### config.mk
export PLATFORM = sky130hd
export DESIGN_NAME = mode_reg_access
export DESIGN_NICKNAME = d
export VERILOG_FILES = /design/src/rtl/mra_pkg.sv /design/src/rtl/mra_decode.sv /design/src/rtl/mra_lane.sv /design/src/rtl/mode_reg_access.sv
export SDC_FILE = /design/constraint.sdc
export NUM_CORES = 1
export LEC_CHECK = 0
export ABC_AREA = 0
export BUFFER_PORTS_ARGS = -buffer_cell sky130_fd_sc_hd__buf_2
export CAP_MARGIN = 15
export CORE_MARGIN = 5
export CORE_UTILIZATION = 30
export DETAILED_ROUTE_END_ITERATION = 16
export PLACE_DENSITY = 0.57
export SYNTH_ARGS = -nofsm -noshare
export SYNTH_HDL_FRONTEND = slang
export SYNTH_HIERARCHICAL = 1
export SYNTH_SLANG_ARGS = --single-unit
### constraint.sdc
create_clock -name clk -period 20 [get_ports clk]
set_clock_uncertainty 0.05 [all_clocks]
set_input_delay 4 -clock clk [delete_from_list [all_inputs] [get_ports clk]]
set_output_delay 4 -clock clk [all_outputs]
set_load 0.1 [all_outputs]
### src/rtl/mra_pkg.sv
package mra_pkg;

  typedef enum logic [1:0] {
    WR_IGNORE = 2'd0,
    WR_SET    = 2'd1,
    WR_CLEAR  = 2'd2,
    WR_FULL   = 2'd3
  } wr_mode_e;

  typedef struct packed {
    logic [15:0] len;
    logic        rd_val;
    wr_mode_e    wr;
    logic        force_low;
  } region_t;

  localparam int NUM_REGIONS = 7;
  localparam int REG_W       = $clog2(NUM_REGIONS);

  // Region table: lengths scale with the interrupt count.
  function automatic region_t region_cfg(input int idx, input int nirq);
    region_t r;
    r = '{len: 16'(nirq / 8), rd_val: 1'b1, wr: WR_IGNORE, force_low: 1'b0};
    case (idx)
      0: begin r.len = 16'd12; r.wr = WR_FULL; end
      1: begin r.rd_val = 1'b0; r.wr = WR_IGNORE; end
      2: r.wr = WR_SET;
      3: begin r.wr = WR_CLEAR; r.force_low = 1'b1; end
      4: r.wr = WR_SET;
      5: r.wr = WR_CLEAR;
      default: begin r.len = 16'(nirq); r.wr = WR_FULL; end
    endcase
    return r;
  endfunction

  function automatic logic [31:0] size_mask(input logic [3:0] sz);
    case (sz)
      4'd0:    return 32'h0000_0000;
      4'd1:    return 32'h0000_00FF;
      4'd2:    return 32'h0000_FFFF;
      4'd3:    return 32'h00FF_FFFF;
      default: return 32'hFFFF_FFFF;
    endcase
  endfunction

  function automatic logic [31:0] lane_bits(input logic [1:0] lo, input logic [3:0] sz);
    return size_mask(sz) << {lo, 3'b000};
  endfunction

  function automatic logic [31:0] lane_read(input logic [31:0] cur, input logic [1:0] lo,
                                            input logic [3:0] sz);
    return (cur >> {lo, 3'b000}) & size_mask(sz);
  endfunction

  function automatic logic [31:0] lane_write(input logic [31:0] cur, input logic [31:0] wdata,
                                             input logic [1:0] lo, input logic [3:0] sz,
                                             input wr_mode_e mode);
    logic [31:0] d;
    logic [31:0] m;
    d = (wdata & size_mask(sz)) << {lo, 3'b000};
    m = lane_bits(lo, sz);
    case (mode)
      WR_SET:   return cur | d;
      WR_CLEAR: return cur & ~d;
      WR_FULL:  return (cur & ~m) | d;
      default:  return cur;
    endcase
  endfunction

endpackage

### src/rtl/mra_decode.sv
module mra_decode
  import mra_pkg::*;
#(
  parameter int ADDR_W = 12,
  parameter int NIRQ   = 64,
  parameter int STRIDE = 256
) (
  input  logic              clk,
  input  logic              rst_n,
  input  logic [ADDR_W-1:0] addr,
  input  logic [3:0]        size,
  output logic              hit,
  output logic [REG_W-1:0]  region,
  output logic [ADDR_W-1:0] offset
);

  logic [NUM_REGIONS-1:0] match;
  logic [31:0]            a_ext;
  logic [31:0]            end_ext;

  assign a_ext   = 32'(addr);
  assign end_ext = a_ext + 32'(size);

  for (genvar g = 0; g < NUM_REGIONS; g++) begin : g_rng
    localparam region_t     CFG = region_cfg(g, NIRQ);
    localparam logic [31:0] LO  = 32'(g * STRIDE);
    localparam logic [31:0] HI  = LO + 32'(CFG.len);
    assign match[g] = (a_ext >= LO) && (end_ext <= HI);
  end

  always_comb begin
    hit    = 1'b0;
    region = '0;
    for (int i = NUM_REGIONS - 1; i >= 0; i--) begin
      if (match[i]) begin
        hit    = 1'b1;
        region = REG_W'(i);
      end
    end
    offset = addr - ADDR_W'(32'(region) * 32'(STRIDE));
  end

  // a reported hit lies wholly inside the chosen region
  p_inside_r8: assert property (@(posedge clk) disable iff (!rst_n)
    hit |-> (32'(offset) + 32'(size) <= 32'(region_cfg(int'(region), NIRQ).len)));

endmodule

### src/rtl/mra_lane.sv
module mra_lane
  import mra_pkg::*;
(
  input  logic        clk,
  input  logic        rst_n,
  input  logic        active,
  input  logic [31:0] cur,
  input  logic [31:0] wdata,
  input  logic [1:0]  lo,
  input  logic [3:0]  size,
  input  logic        rd_val,
  input  wr_mode_e    wmode,
  input  logic        force_low,
  output logic [31:0] rdata,
  output logic [31:0] next_val,
  output logic [31:0] lanes
);

  logic [31:0] merged;

  assign lanes    = lane_bits(lo, size);
  assign rdata    = rd_val ? lane_read(cur, lo, size) : 32'h0;
  assign merged   = lane_write(cur, wdata, lo, size, wmode);
  assign next_val = force_low ? {merged[31:16], 16'hFFFF} : merged;

  // read-as-zero regions never return data
  p_raz_r1: assert property (@(posedge clk) disable iff (!rst_n)
    (active && !rd_val) |-> (rdata == 32'h0));

  // bytes outside the addressed lanes are preserved by any write mode
  p_lanes_kept_r5: assert property (@(posedge clk) disable iff (!rst_n)
    (active && !force_low) |-> (((next_val ^ cur) & ~lanes) == 32'h0));

  // ignore mode leaves the word as it was
  p_ignore_r6: assert property (@(posedge clk) disable iff (!rst_n)
    (active && wmode == WR_IGNORE && !force_low) |-> (next_val == cur));

endmodule

### src/rtl/mode_reg_access.sv
module mode_reg_access
  import mra_pkg::*;
#(
  parameter int ADDR_W = 12,
  parameter int NIRQ   = 64,
  parameter int STRIDE = 256
) (
  input  logic              clk,
  input  logic              rst_n,
  input  logic              req_valid,
  input  logic [ADDR_W-1:0] req_addr,
  input  logic [3:0]        req_size,
  input  logic              req_write,
  input  logic [31:0]       req_wdata,
  input  logic [31:0]       cur_value,
  output logic              hit_valid,
  output logic [REG_W-1:0]  hit_region,
  output logic [ADDR_W-1:0] hit_offset,
  output logic              resp_valid,
  output logic [31:0]       resp_rdata,
  output logic              resp_abort,
  output logic              resp_miss,
  output logic              upd_en,
  output logic [REG_W-1:0]  upd_region,
  output logic [ADDR_W-1:0] upd_offset,
  output logic [31:0]       upd_value
);

  localparam int FORCE_REGION = 3;

  region_t     cfg;
  logic        too_wide;
  logic        first_word;
  logic        do_force;
  logic        lane_active;
  logic [31:0] lane_rdata;
  logic [31:0] lane_next;
  logic [31:0] lane_mask;
  logic        upd_d;
  logic        miss_d;
  logic [31:0] rdata_d;

  mra_decode #(.ADDR_W(ADDR_W), .NIRQ(NIRQ), .STRIDE(STRIDE)) u_dec (
    .clk    (clk),
    .rst_n  (rst_n),
    .addr   (req_addr),
    .size   (req_size),
    .hit    (hit_valid),
    .region (hit_region),
    .offset (hit_offset)
  );

  assign cfg         = region_cfg(int'(hit_region), NIRQ);
  assign too_wide    = req_size > 4'd4;
  assign first_word  = hit_offset < ADDR_W'(4);
  assign do_force    = cfg.force_low && first_word && req_write;
  assign lane_active = req_valid && hit_valid && !too_wide;

  mra_lane u_lane (
    .clk       (clk),
    .rst_n     (rst_n),
    .active    (lane_active),
    .cur       (cur_value),
    .wdata     (req_wdata),
    .lo        (req_addr[1:0]),
    .size      (req_size),
    .rd_val    (cfg.rd_val),
    .wmode     (cfg.wr),
    .force_low (do_force),
    .rdata     (lane_rdata),
    .next_val  (lane_next),
    .lanes     (lane_mask)
  );

  assign upd_d   = lane_active && req_write && (cfg.wr != WR_IGNORE);
  assign miss_d  = req_valid && !too_wide && !hit_valid;
  assign rdata_d = (lane_active && !req_write) ? lane_rdata : 32'h0;

  always_ff @(posedge clk) begin
    if (!rst_n) begin
      resp_valid <= 1'b0;
      resp_rdata <= '0;
      resp_abort <= 1'b0;
      resp_miss  <= 1'b0;
      upd_en     <= 1'b0;
      upd_region <= '0;
      upd_offset <= '0;
      upd_value  <= '0;
    end else begin
      resp_valid <= req_valid;
      resp_rdata <= rdata_d;
      resp_abort <= req_valid && too_wide;
      resp_miss  <= miss_d;
      upd_en     <= upd_d;
      upd_region <= hit_region;
      upd_offset <= hit_offset;
      upd_value  <= upd_d ? lane_next : 32'h0;
    end
  end

  // an abort never updates, misses or returns data
  p_abort_quiet_r7: assert property (@(posedge clk) disable iff (!rst_n)
    resp_abort |-> (!upd_en && !resp_miss && resp_rdata == 32'h0));

  // an unmatched access is inert
  p_miss_quiet_r9: assert property (@(posedge clk) disable iff (!rst_n)
    resp_miss |-> (!upd_en && resp_rdata == 32'h0));

  // first word of the enable-clear region keeps its low 16 bits set
  p_force_sgi_r10: assert property (@(posedge clk) disable iff (!rst_n)
    (upd_en && upd_region == REG_W'(FORCE_REGION) && upd_offset < ADDR_W'(4))
      |-> (upd_value[15:0] == 16'hFFFF));

  // response strobe trails the request by exactly one cycle
  p_latency_r11: assert property (@(posedge clk) disable iff (!rst_n)
    resp_valid == $past(req_valid));

  // nothing is reported without a request
  p_no_spurious_r11: assert property (@(posedge clk) disable iff (!rst_n)
    !resp_valid |-> (!upd_en && !resp_abort && !resp_miss));

endmodule

==> reports/qor.txt <==
Final WS setup: 7060 ps
IO Port Bufs: 182
Drt first pass iters: 5
Post-DP HPWL: 15300 um
Critical Path Sink Type: primary output
Logic pwr share: 35.3%
Number of buffers created by CTS: 9
Die area: 0.0203 mm2
Die width: 142 um
Net Count, Synth: 729
Die span in y: 142 um
Hold path depth: 2
IO Pins: 183
Maximum vdd drop: 0.0000451 V
Design Area, Final: 0.00657 mm2
Worst EP arrival: 8890 ps
Initial core utilization: 30.6%
Sum Neg Setup Slack: 0 ps
Tmin final: 12940 ps
Relative slew slack: 29.5%
Placement Setup Slack: 7110 ps
Worst Path Required: 15950 ps
Psw: 217 uW
Antenna violations before repair: 3
Clock Path Buffers: 2
Slowest stage delay, CP: 490 ps
CTS clock-pin slew for the worst setup and hold paths: 60 ps
Crit-path cells: buf_2 -> buf_4 -> ha_1 -> fa_1 -> a211oi_4 -> nor2_1 -> or4_1 -> a211oi_1 -> nand3_1 -> nand3b_1 -> and3b_1 -> o21bai_1 -> ha_1 -> inv_1 -> a21o_1 -> a21oi_1 -> xor2_1 -> buf_2
CTS H-tree depth: 3
Slowest cell on the critical path: fa_1
Reg power frac: 32.6%
Routed wire length: 20000 um
Slew of the pin with the lowest slew margin: 1060 ps
Final ANT Viol Nets: 0
First-pass GRT wire length: 30100 um
Global-route usage over all layers: 19.2%
Largest net degree at the start of global routing: 61
Yosys Warn Count: 6
DR vias/cell: 5.47
Worst Path Max Fanout: 52
Nets: 878
Residual DRC: 0
Clk root buf: clkbuf_16
CTS sink cnt: 83
# rows: 48
Share of layout cells above drive strength 1: 29.2%
Setup Buffers After CTS: 0
Synth-to-Final Area Change: 24.8%
DR WL/cell: 19.7 um
Most frequent cells in the layout: 182 x buf_2, 83 x dfxtp_1, 58 x and2_1
Critical path launch point type: input port
Final GP Congestion: 0.881
Hold-fix buffer count after cts: 0
Core area: 0.0172 mm2
Post-CTS sizing: 0
Hold wc startpoint: req_addr[2]
Clock share of power: 32.1%
Post-synthesis cell area: 0.00527 mm2
Unrepaired setup endpoints after global routing: false
Vias in the first global route: 5265
Final period util: 64.7%
MaxCap Viol Count: 0
Status: complete, no violations
CTS tree: done
Initial DRC Count: 553
Highest Clock Rate: 77.3 MHz
Aggregate global routing overflow: 0
Int Power: 305 uW
Count of pins over their slew limit: 0
Via count: 5571
Cell Count, Final, Fillers Out: 1019
Syn Area/Cell: 8.28 um2
Final Hold Violating Endpoints: 0
Most common cell after layout, fill and taps aside: buf_2
Post-placement cell area: 0.00627 mm2
WHS: 3850 ps
PwrDens: 79.4 mW/mm2
Hold Path Class: in -> reg
Hold Path End: upd_offset[2]
Pleak: 3.09 nW
Setup violators final: 0
Mapped Cells: 636
Placed cells: 999
Critical path class: in -> out
Switching Fraction: 41.5%
## stage by stage
step	util, %	power (mW)
floorplan	-	0.313
global placement	36.4	0.357
detailed placement	36.4	0.357
CTS	38.1	0.527
global route	38.1	0.549
finish	38.1	0.522
## worst max-delay path by stage
stage          cells past startpoint              to        start
2_1_floorplan                     15  hit_offset[11]  req_addr[0]
6_report                          18  hit_offset[11]  req_addr[0]
3_5_place_dp                      18  hit_offset[11]  req_addr[0]
4_1_cts                           18  hit_offset[11]  req_addr[0]
3_3_place_gp                      18  hit_offset[11]  req_addr[0]
5_1_grt                           18  hit_offset[11]  req_addr[0]
## state kept, by name, indices dropped and copies added, names as in the netlist
register    cells
upd_value      32
resp_valid      1
upd_en          1
resp_miss       1
resp_rdata     32
upd_offset     12
resp_abort      1
upd_region      3
## power groups by stage
stage | registers [mW] | logic [mW] | clock network (mW)
after floorplan | 0.206 | 0.107 | 0
after global placement | 0.174 | 0.183 | 0
after detailed placement | 0.174 | 0.183 | 0
after CTS | 0.170 | 0.183 | 0.173
after global routing | 0.171 | 0.197 | 0.181
final | 0.170 | 0.184 | 0.168
## final cells by class
cell class              instances  area [um2]
fillers                      1810       10700
multi-input cells             494        3330
flip-flops and latches         83        1660
repair buffers                188         956
well taps                     225         282
clock buffers                   9         225
clock inverters                 7        71.3
inverters                       9        33.8
diodes                          4        10.0
## critical path, delay by kind of cell
family / cells / cell delay [ps]
buffers and inverters: 4 / 920
AO/OA/AOI/OAI: 5 / 1400
AND/OR/NAND/NOR: 5 / 1160
XOR/XNOR: 1 / 280
adder cells (fa/ha/maj): 3 / 1100
## routing by layer
metal / vias to the layer above / routed length (um) / share of wire [%] / GRT usage, %
met5: - / 13 / 0.065 / 0
met4: 2 / 496 / 2.5 / 7.25
met3: 35 / 1720 / 8.6 / 4.20
met2: 281 / 9300 / 46 / 31.0
met1: 2619 / 8520 / 43 / 25.1
li1: 2634 / - / - / -
(Power assumes the default switching activity.)
